[config.mk]
export PLATFORM = sky130hd
export DESIGN_NAME = div10_unit
export DESIGN_NICKNAME = d
export VERILOG_FILES = /design/src/rtl/div10_pkg.sv /design/src/rtl/div10_decade_decode.sv /design/src/rtl/div10_multiple_enc.sv /design/src/rtl/div10_rem_adder.sv /design/src/rtl/div10_unit.sv
export SDC_FILE = /design/constraint.sdc
export NUM_CORES = 1
export LEC_CHECK = 0
export CORE_ASPECT_RATIO = 1.1
export CORE_UTILIZATION = 45
export DETAILED_ROUTE_END_ITERATION = 10
export GPL_ROUTABILITY_DRIVEN = 1
export PLACE_DENSITY = 0.8
export SYNTH_ARGS = -nofsm -noshare
export SYNTH_HDL_FRONTEND = slang
export SYNTH_SLANG_ARGS = --single-unit
[constraint.sdc]
create_clock -name clk -period 3 [get_ports clk]
set_input_delay 0.6 -clock clk [delete_from_list [all_inputs] [get_ports clk]]
set_output_delay 0.6 -clock clk [all_outputs]
set_load 0.05 [all_outputs]
[src/rtl/div10_pkg.sv]
// Package: shared widths for the divide-by-ten unit.
// Assumes an unsigned dividend no wider than the 0..63 range handled here.
package div10_pkg;
    localparam int DIV_W  = 6;                      // dividend width
    localparam int DIVSR  = 10;                     // constant divisor
    localparam int MAX_A  = (1 << DIV_W) - 1;       // largest dividend
    localparam int NDEC   = MAX_A / DIVSR + 1;      // number of decades
    localparam int Q_W    = $clog2(NDEC);           // quotient width
    localparam int R_W    = $clog2(DIVSR);          // remainder width
endpackage

[src/rtl/div10_decade_decode.sv]
// Module: decodes which decade of ten the dividend falls in.
// Assumes the final decade absorbs every value from its base to MAX_A.
module div10_decade_decode
    import div10_pkg::*;
(
    input  logic [DIV_W-1:0] value,
    output logic [NDEC-1:0]  hot
);
    // One range comparator per decade; the last one is open-ended.
    for (genvar k = 0; k < NDEC; k++) begin : g_dec
        localparam int LO = k * DIVSR;
        localparam int HI = (k + 1) * DIVSR;
        if (k == NDEC - 1) begin : g_top
            assign hot[k] = (int'(value) >= LO);
        end else begin : g_mid
            assign hot[k] = (int'(value) >= LO) && (int'(value) < HI);
        end
    end
endmodule

[src/rtl/div10_multiple_enc.sv]
// Module: turns the one-hot decade into the binary quotient and the
// ones' complement of ten times the quotient. Assumes a one-hot input.
module div10_multiple_enc
    import div10_pkg::*;
(
    input  logic [NDEC-1:0]  hot,
    output logic [Q_W-1:0]   quot,
    output logic [DIV_W-1:0] sub_n
);
    // Quotient bit b is set by every decade index k that has bit b set.
    for (genvar b = 0; b < Q_W; b++) begin : g_qbit
        logic [NDEC-1:0] mask;
        for (genvar k = 0; k < NDEC; k++) begin : g_qm
            assign mask[k] = ((k >> b) & 1) == 1;
        end
        assign quot[b] = |(hot & mask);
    end

    // Complemented subtrahend bit b is low whenever 10k has bit b set.
    for (genvar b = 0; b < DIV_W; b++) begin : g_sbit
        logic [NDEC-1:0] mask;
        for (genvar k = 0; k < NDEC; k++) begin : g_sm
            assign mask[k] = (((k * DIVSR) >> b) & 1) == 1;
        end
        assign sub_n[b] = ~|(hot & mask);
    end
endmodule

[src/rtl/div10_rem_adder.sv]
// Module: forms dividend + complemented subtrahend + 1 and keeps the low
// remainder bits. Assumes the true difference fits in R_W bits.
module div10_rem_adder
    import div10_pkg::*;
(
    input  logic [DIV_W-1:0] value,
    input  logic [DIV_W-1:0] sub_n,
    output logic [R_W-1:0]   rem
);
    logic [DIV_W-1:0] sum;
    logic             unused_hi;

    // Two's-complement subtraction via carry-in of one.
    assign sum       = value + sub_n + DIV_W'(1);
    assign rem       = sum[R_W-1:0];
    assign unused_hi = ^sum[DIV_W-1:R_W];
endmodule

[src/rtl/div10_unit.sv]
// Module: top of the divide-by-ten unit. REG_OUT=1 adds one output
// register stage with a valid flag; REG_OUT=0 passes results straight
// through. Assumes a synchronous active-low reset.
module div10_unit
    import div10_pkg::*;
#(
    parameter bit REG_OUT = 1'b1
) (
    input  logic             clk,
    input  logic             rst_n,
    input  logic             in_valid,
    input  logic [5:0]       dividend,
    output logic             out_valid,
    output logic [2:0]       quotient,
    output logic [3:0]       remainder,
    output logic [6:0]       decade_hot
);
    logic [NDEC-1:0]  hot_c;
    logic [Q_W-1:0]   quot_c;
    logic [DIV_W-1:0] sub_n_c;
    logic [R_W-1:0]   rem_c;

    div10_decade_decode u_decode (.value(dividend), .hot(hot_c));
    div10_multiple_enc  u_enc    (.hot(hot_c), .quot(quot_c), .sub_n(sub_n_c));
    div10_rem_adder     u_add    (.value(dividend), .sub_n(sub_n_c), .rem(rem_c));

    if (REG_OUT) begin : g_reg
        logic             v_q;
        logic [Q_W-1:0]   q_q;
        logic [R_W-1:0]   r_q;
        logic [NDEC-1:0]  h_q;

        // Capture results on a strobe, hold otherwise, clear on reset.
        always_ff @(posedge clk) begin
            if (!rst_n) begin
                v_q <= 1'b0;
                q_q <= '0;
                r_q <= '0;
                h_q <= '0;
            end else begin
                v_q <= in_valid;
                if (in_valid) begin
                    q_q <= quot_c;
                    r_q <= rem_c;
                    h_q <= hot_c;
                end
            end
        end

        assign out_valid  = v_q;
        assign quotient   = q_q;
        assign remainder  = r_q;
        assign decade_hot = h_q;
    end else begin : g_comb
        logic unused_clk;
        assign unused_clk = clk ^ rst_n;
        assign out_valid  = in_valid;
        assign quotient   = quot_c;
        assign remainder  = rem_c;
        assign decade_hot = hot_c;
    end
endmodule

==> run summary, run 1 <==
Root buffer cell: clkbuf_4
GRT overflow: 0
Total Power: 0.000478 W
CTS tree: yes
Ys flop type: dfxtp_1
Leak Pwr: 0.449 nW
Vias per cell: 5.59
Cts hold-fix bufs: 0
Gate power share: 30.0%
Initial antenna violation count: 0
Critical path endpoint category: register
Final setup fails: 0
Seq cells post-synth: 15
Worst slew margin: 63.5%
Dpl ws: -63.1 ps
R2R Setup Slk: 2250 ps
Final WS setup: 210 ps
Register area share after synthesis: 37.0%
Bufs on Longest Clock Path: 2
Placed Instances: 137
Placer Congestion: 0.905
FFs w/ async S/R, synth: 0%
Skew final: 0 ps
I/O Pins: 24
Worst R2R Path Depth: 2
Sequential Power Share: 45.0%
Worst vdd ir: 321 µV
Ant. Diodes: 0
Chip Width: 42.5 µm
Endpoints failing hold: 0
First-pass GRT wire length: 3260 µm
Final wirelength: 1890 µm
Port bufs: 23
Switching Power: 0.000160 W
Min-Delay Path Class: register to register
Count leader, synth: dfxtp_1
Cell internal pwr: 0.000319 W
DP HPWL: 1380 µm
Sw Share: 33.4%
Post-CTS Repair Setup Buffers: 0
# nets final: 136
Post_cts resized: 0
Pre-antenna DRT Iters: 4
Area contributors post-synth: dfxtp_1 37%, nor2b_1 6.9%, mux2i_1 3.7%, inv_1 3.2%, buf_2 3.1%
Yosys warning count: 0
Post-route ant nets: 0
Reg2Reg Launch Point: decade_hot[0]$_SDFFE_PN0P_
Core Rows: 15
Fin area: 1120 µm²
Top cell type's share of synthesized area: 37.0%
Final Util: 68.7%
Crit path required time: 3220 ps
Total die area: 1980 µm²
Tightest Pin Transition: 533 ps
Latest clock arrival within the worst-skew pair: 290 ps
Dpl cell area: 1090 µm²
Height of the die: 46.5 µm
Total global-route track usage: 22.2%
Mapped Cells: 94
Status: finished clean
# DRC: 0
DR iter-0 viols: 23
EDFF count, synth: 0
Initial Util: 49.7%
HP Start: decade_hot[4]$_SDFFE_PN0P_
Pwr Density: 426 nW/µm²
Post-synth top area cell: dfxtp_1
Hold Path Depth: 2
Max Freq: 358 MHz
Avg WL per Cell: 13.4 µm
Worst setup path startpoint: dividend[4]
Total CTS buffers: 3
Core area: 1630 µm²
Clk pwr share: 25.0%
Largest net degree at the start of global routing: 21
Critical path class: input port to register
CP max FO: 6
Slowest CP cell: or4_1
Share of cells above drive strength 1: 13.7%
CP Launch Type: input port
MaxCap Viol Count: 0
Syn Std Cell Area: 811 µm²
Critical Path AT: 3010 ps
Final period utilization: 93.0%
Vias in the first global route: 736
Vias: 788
Net Count, Synth: 105
Clk slew on worst S/H paths: 100 ps
Final Non-Filler Cells: 141
Critical Path Max Stage Delay: 530 ps
RSZ-0062 raised after global routing: no
Worst path cell trace: clkdlybuf4s50_1, and2b_2, o21bai_1, o2111ai_1, nand2_1, ha_1, inv_1, fa_1, or4_1, a31oi_1
Commonest cells in the synthesized netlist: 15 x dfxtp_1, 9 x nor2b_1, 7 x inv_1
Post-synth cell types: 35
Clk sinks: 15
Pins over their slew limit: 0
Layout area overhead: 38.3%
Post-layout min period: 2790 ps
Avg Synthesized Cell Area: 8.63 µm²
Htree depth: 1
## registers in the layout, summed over array words and instances (netlist names)
name        flops
remainder       4
out_valid       1
decade_hot      7
quotient        3
## path summary, 6_finish.rpt
kind	endpoint
max	remainder[3]$_SDFFE_PN0P_
min	decade_hot[4]$_SDFFE_PN0P_
max reg2reg	decade_hot[0]$_SDFFE_PN0P_
min reg2reg	decade_hot[4]$_SDFFE_PN0P_
## final cells by class
class / instances / area [µm²]
Inverter: 7 / 26.3
Clock buffer: 3 / 22.5
Multi-Input combinational cell: 64 / 433
Tap cell: 17 / 21.3
Timing Repair Buffer: 34 / 313
Clock inverter: 1 / 5.00
Sequential cell: 15 / 300
Fill cell: 140 / 512
## power by group through the flow
| stage | registers, W | clock network (W) | logic [W] |
|---|---|---|---|
| 2_1_floorplan | 0.000258 | 0 | 0.0000519 |
| 3_3_place_gp | 0.000219 | 0 | 0.000140 |
| 3_5_place_dp | 0.000220 | 0 | 0.000142 |
| 4_1_cts | 0.000216 | 0.000126 | 0.000143 |
| 5_1_grt | 0.000217 | 0.000130 | 0.000154 |
| 6_report | 0.000215 | 0.000119 | 0.000143 |
## kinds of logic after synthesis
family,after synthesis,synth area share [%]
mux,3,3.70
flops,15,37.0
buf+inv,15,9.57
simple gates,30,20.7
fa+ha+maj,3,5.25
compound gates,28,23.8
## worst max-delay path, delay by kind of cell
kind | cells | cell delay, ps
adders and majority gates | 2 | 510
and+or+nand+nor | 3 | 870
AOI/OAI and AO/OA | 3 | 480
buffers and inverters | 2 | 540
## metrics by stage
stage               hold slack, ps  TNS [ps]
finish                         479         0
global route                   516         0
CTS                            488         0
detailed placement             471     -63.1
global placement               459         0
floorplan                      688         0
## per-layer routing
layer	track usage (%)	part of all wire, %	vias up
met5	0	0	-
met4	10.0	0.74	0
met3	5.49	6.1	4
met2	41.5	53	27
met1	23.9	40	365
li1	-	-	392
## placed cells by master, fill, tap and decap left out, types with 2 or more instances in the layout
| cell type | n |
|---|---|
| buf_4 | 11 |
| a31oi_1 | 3 |
| nor3_1 | 5 |
| o211ai_1 | 2 |
| o21ai_0 | 5 |
| a2111oi_0 | 2 |
| a21boi_0 | 2 |
| mux2i_1 | 3 |
| clkdlybuf4s50_1 | 23 |
| dfxtp_1 | 15 |
| nor2b_1 | 9 |
| nor2_1 | 3 |
| o21a_1 | 2 |
| clkbuf_4 | 3 |
| nand2_1 | 6 |
| a21oi_1 | 4 |
| inv_1 | 7 |
Power figures use the tool's default switching activity.
==> run 2: changes to the inputs <==
Settings changed: RECOVER_POWER set to 25.
==> run summary, run 2 (synthesis results as in run 1) <==
Final wirelength: 1890 µm (about the same)
Ant. Diodes: 0 (unchanged)
Total global-route track usage: 22.2% (unchanged)
Pre-antenna DRT Iters: 4 (unchanged)
I/O Pins: 24 (unchanged)
Placer Congestion: 0.905 (unchanged)
Reg area: 300 µm² (unchanged)
MaxCap Viol Count: 0 (unchanged)
Post-CTS Repair Setup Buffers: 0 (unchanged)
Total Power: 0.000477 W (was 0.000478 W)
Critical path endpoint category: register (unchanged)
RSZ-0062 raised after global routing: no (unchanged)
Dpl ws: -63.1 ps (unchanged)
Worst slew margin: 45.5% (was 63.5%)
Status: finished clean (unchanged)
Worst hold slack: 478 ps (was 479 ps)
Total die area: 1980 µm² (unchanged)
Height of the die: 46.5 µm (unchanged)
DR iter-0 viols: 22 (was 23)
Min-Delay Path Class: register to register (unchanged)
Critical Path AT: 3010 ps (about the same)
Final WS setup: 209 ps (was 210 ps)
Critical path class: input port to register (unchanged)
Fin area: 1120 µm² (about the same)
Worst vdd ir: 320 µV (was 321 µV)
Htree depth: 1 (unchanged)
Layout area overhead: 37.8% (was 38.3%)
Vias in the first global route: 736 (unchanged)
Footprint of the multi-input gates: 433 µm² (unchanged)
Final setup fails: 0 (unchanged)
DP HPWL: 1380 µm (unchanged)
Cell internal pwr: 0.000318 W (was 0.000319 W)
Clk pwr share: 25.0% (about the same)
Tightest Pin Transition: 817 ps (was 533 ps)
Max FFs per register: 7 (unchanged)
Core area: 1630 µm² (unchanged)
Skew final: 0 ps (unchanged)
# DRC: 0 (unchanged)
Core Rows: 15 (unchanged)
Bufs on Longest Clock Path: 2 (unchanged)
Initial antenna violation count: 0 (unchanged)
GRT overflow: 0 (unchanged)
Setup TNS: 0 ps (unchanged)
Fill cell count: 142 (was 140)
Leading cell type in the layout, fill and taps excluded: clkdlybuf4s50_1 (unchanged)
Final period utilization: 93.0% (about the same)
Cts hold-fix bufs: 0 (unchanged)
Max Freq: 358 MHz (about the same)
Clk sinks: 15 (unchanged)
Total CTS buffers: 3 (unchanged)
Post-route ant nets: 0 (unchanged)
Sequential Power Share: 45.2% (was 45.0%)
Latest clock arrival within the worst-skew pair: 290 ps (about the same)
Largest net degree at the start of global routing: 21 (unchanged)
Switching Power: 0.000159 W (was 0.000160 W)
Crit path required time: 3220 ps (about the same)
Post-layout min period: 2790 ps (about the same)
Clk slew on worst S/H paths: 100 ps (about the same)
Root buffer cell: clkbuf_4 (unchanged)
CTS tree: yes (unchanged)
Gate power share: 29.8% (was 30.0%)
CP max FO: 6 (unchanged)
Post_cts resized: 0 (unchanged)
Vias per cell: 5.60 (was 5.59)
Vias: 789 (was 788)
Sw Share: 33.4% (about the same)
Port bufs: 23 (unchanged)
Most frequent cells in the layout: 21 x clkdlybuf4s50_1, 15 x dfxtp_1, 10 x buf_4, 9 x nor2b_1, 7 x inv_1 (was 23 x clkdlybuf4s50_1, 15 x dfxtp_1, 11 x buf_4, 9 x nor2b_1, 7 x inv_1)
Endpoints failing hold: 0 (unchanged)
First-pass GRT wire length: 3260 µm (unchanged)
Leak Pwr: 0.446 nW (was 0.449 nW)
CP Launch Type: input port (unchanged)
Initial Util: 49.7% (unchanged)
Dpl cell area: 1090 µm² (unchanged)
Avg WL per Cell: 13.4 µm (about the same)
Pwr Density: 427 nW/µm² (was 426 nW/µm²)
Share of cells above drive strength 1: 12.9% (was 13.7%)
# nets final: 136 (unchanged)
Pins over their slew limit: 0 (unchanged)
Chip Width: 42.5 µm (unchanged)
-- run 2: cell count changes in the layout (fill, tap and decap cells not counted), sizes merged --
cell and delta:
buf -1, clkbuf +1, clkdlybuf4s50 -2, dlygate4sd3 +2
-- run 2: critical path: stages --
cell and delay [ps]:
clkdlybuf4s50_1 500, and2b_2 250, o21bai_1 150, o2111ai_1 150, nand2_1 90, ha_1 130
inv_1 40, fa_1 380, or4_1 530, a31oi_1 180
-- run 2: power by group through the flow --
stage | Sequential [W] | Clock, W | Combinational [W]
CTS | 0.000216 | 0.000126 | 0.000143
global route | 0.000217 | 0.000130 | 0.000153
detailed placement | 0.000220 | 0 | 0.000142
finish | 0.000215 | 0.000119 | 0.000142
global placement | 0.000219 | 0 | 0.000140
floorplan | 0.000258 | 0 | 0.0000519
-- run 2: path summary, 6_finish.rpt --
path / from / end / slack (ps) / depth (start not counted)
setup / recovery: dividend[4] / remainder[3]$_SDFFE_PN0P_ / 210 / 10
hold reg to reg: decade_hot[4]$_SDFFE_PN0P_ / decade_hot[4]$_SDFFE_PN0P_ / 480 / 2
hold / removal: decade_hot[4]$_SDFFE_PN0P_ / decade_hot[4]$_SDFFE_PN0P_ / 480 / 2
setup reg to reg: decade_hot[0]$_SDFFE_PN0P_ / decade_hot[0]$_SDFFE_PN0P_ / 2220 / 2
-- run 2: through the flow --
step / cells / util (%)
final: 141 / 68.4
after global routing: 141 / 68.4
after CTS: 141 / 68.7
after detailed placement: 137 / 67.0
after global placement: 137 / 67.0
after floorplan: 94 / -
-- run 2: area by class of cell --
class	count	share of cell area [%]
Inverter	7	2.35
Clock inverter	1	0.448
Sequential cell	15	26.9
Timing Repair Buffer	34	27.7
Multi-Input combinational cell	64	38.7
Tap cell	17	1.90
Clock buffer	3	2.02
-- run 2: metal layers --
metal | wire length, µm | vias to the layer above | GRT usage, % | share of wire [%]
li1 | - | 392 | - | -
met1 | 751 | 364 | 23.9 | 40
met2 | 1000 | 29 | 41.5 | 53
met3 | 115 | 4 | 5.49 | 6.1
met4 | 14 | 0 | 10.0 | 0.74
met5 | 0 | - | 0 | 0
==> run 3: changes to the inputs <==
Settings changed: CTS_BUF_LIST set to sky130_fd_sc_hd__clkbuf_16.
==> run summary, run 3 (synthesis results as in run 1) <==
Status: finished clean (unchanged)
Leak Pwr: 0.469 nW (was 0.446 nW)
Vias in the first global route: 717 (was 736)
Total global-route track usage: 22.5% (was 22.2%)
Max Freq: 350 MHz (was 358 MHz)
Final period utilization: 95.2% (was 93.0%)
Share of cells above drive strength 1: 12.9% (unchanged)
Initial antenna violation count: 0 (unchanged)
CP Launch Type: input port (unchanged)
Post-CTS Repair Setup Buffers: 0 (unchanged)
Ant. Diodes: 0 (unchanged)
DR iter-0 viols: 21 (was 22)
Max FFs per register: 7 (unchanged)
Min-Delay Path Class: register to register (unchanged)
Pre-antenna DRT Iters: 4 (unchanged)
Reg2Reg Launch Point: decade_hot[0]$_SDFFE_PN0P_ (unchanged)
Fin area: 1170 µm² (was 1120 µm²)
Critical path class: input port to register (unchanged)
Placer Congestion: 0.905 (unchanged)
Latest clock arrival within the worst-skew pair: 240 ps (was 290 ps)
Tightest Pin Transition: 831 ps (was 817 ps)
Height of the die: 46.5 µm (unchanged)
Root buffer cell: clkbuf_16 (was clkbuf_4)
Total die area: 1980 µm² (unchanged)
Clk slew on worst S/H paths: 50 ps (was 100 ps)
CTS tree: yes (unchanged)
Post-layout min period: 2860 ps (was 2790 ps)
Most frequent cells in the layout: 21 x clkdlybuf4s50_1, 15 x dfxtp_1, 10 x buf_4, 9 x nor2b_1, 7 x inv_1 (unchanged)
Worst slew margin: 44.6% (was 45.5%)
Final wirelength: 1980 µm (was 1890 µm)
Layout area overhead: 44.3% (was 37.8%)
Leading cell type in the layout, fill and taps excluded: clkdlybuf4s50_1 (unchanged)
Core area: 1630 µm² (unchanged)
DP HPWL: 1380 µm (unchanged)
Port bufs: 23 (unchanged)
# DRC: 0 (unchanged)
Vias: 792 (was 789)
Critical path endpoint category: register (unchanged)
Pwr Density: 529 nW/µm² (was 427 nW/µm²)
Dpl cell area: 1090 µm² (unchanged)
Largest net degree at the start of global routing: 21 (unchanged)
Total CTS buffers: 3 (unchanged)
Cts hold-fix bufs: 0 (unchanged)
Clk sinks: 15 (unchanged)
RSZ-0062 raised after global routing: no (unchanged)
Worst vdd ir: 492 µV (was 320 µV)
Initial Util: 49.7% (unchanged)
Skew final: 0 ps (unchanged)
GRT overflow: 0 (unchanged)
Total Power: 0.000618 W (was 0.000477 W)
Critical Path AT: 3020 ps (was 3010 ps)
Bufs on Longest Clock Path: 2 (unchanged)
Core Rows: 15 (unchanged)
Chip Width: 42.5 µm (unchanged)
Final setup fails: 0 (unchanged)
Pins over their slew limit: 0 (unchanged)
Vias per cell: 5.62 (was 5.60)
Htree depth: 1 (unchanged)
Post-route ant nets: 0 (unchanged)
First-pass GRT wire length: 3280 µm (was 3260 µm)
CP max FO: 6 (unchanged)
Fill cell count: 129 (was 142)
Post_cts resized: 0 (unchanged)
MaxCap Viol Count: 0 (unchanged)
Crit path required time: 3170 ps (was 3220 ps)
Worst setup path startpoint: dividend[4] (unchanged)
Avg WL per Cell: 14.0 µm (was 13.4 µm)
I/O Pins: 24 (unchanged)
# nets final: 136 (unchanged)
Endpoints failing hold: 0 (unchanged)
HP Start: decade_hot[4]$_SDFFE_PN0P_ (unchanged)
-- run 3: routing by layer --
metal | track usage [%] | wire [µm]
met5 | 0 | 0
met4 | 7.50 | 27
met3 | 3.53 | 85
met2 | 43.1 | 1070
met1 | 25.8 | 799
-- run 3: path summary, 6_finish.rpt --
check                                                   to  slack [ps]  depth (start not counted)
worst min-delay path            decade_hot[4]$_SDFFE_PN0P_         470                          2
worst max-delay path             remainder[3]$_SDFFE_PN0P_         140                         10
worst min register to register  decade_hot[4]$_SDFFE_PN0P_         470                          2
worst max register to register  decade_hot[0]$_SDFFE_PN0P_        2230                          2
-- run 3: through the flow --
step | setup TNS [ps] | hold WS [ps] | setup WS [ps] | util, % | cells
4_1_cts | 0 | 480 | 142 | 71.9 | 141
3_3_place_gp | 0 | 459 | 57.9 | 67.0 | 137
2_1_floorplan | 0 | 688 | 458 | - | 94
6_report | 0 | 471 | 143 | 71.6 | 141
3_5_place_dp | -63.1 | 471 | -63.1 | 67.0 | 137
5_1_grt | 0 | 504 | 3.64 | 71.6 | 141
-- run 3: final cells by class --
type | count | area [µm²] | share of cell area [%]
multi-input combinational | 64 | 433 | 37.0
timing repair buffer | 34 | 309 | 26.4
sequential | 15 | 300 | 25.7
clock buffer | 3 | 75.1 | 6.42
inverter | 7 | 26.3 | 2.25
tap | 17 | 21.3 | 1.82
clock inverter | 1 | 5.00 | 0.428
-- run 3: critical path, stage by stage --
cell             delay (ps)
clkdlybuf4s50_1         510
and2b_2                 260
o21bai_1                150
o2111ai_1               150
nand2_1                  90
ha_1                    130
inv_1                    40
fa_1                    370
or4_1                   530
a31oi_1                 180
-- run 3: power by group --
group | internal [W] | switching [W] | total [W]
clock | 0.000178 | 0.0000822 | 0.000260
combinational | 0.0000576 | 0.0000848 | 0.000142
sequential | 0.000211 | 0.00000512 | 0.000216
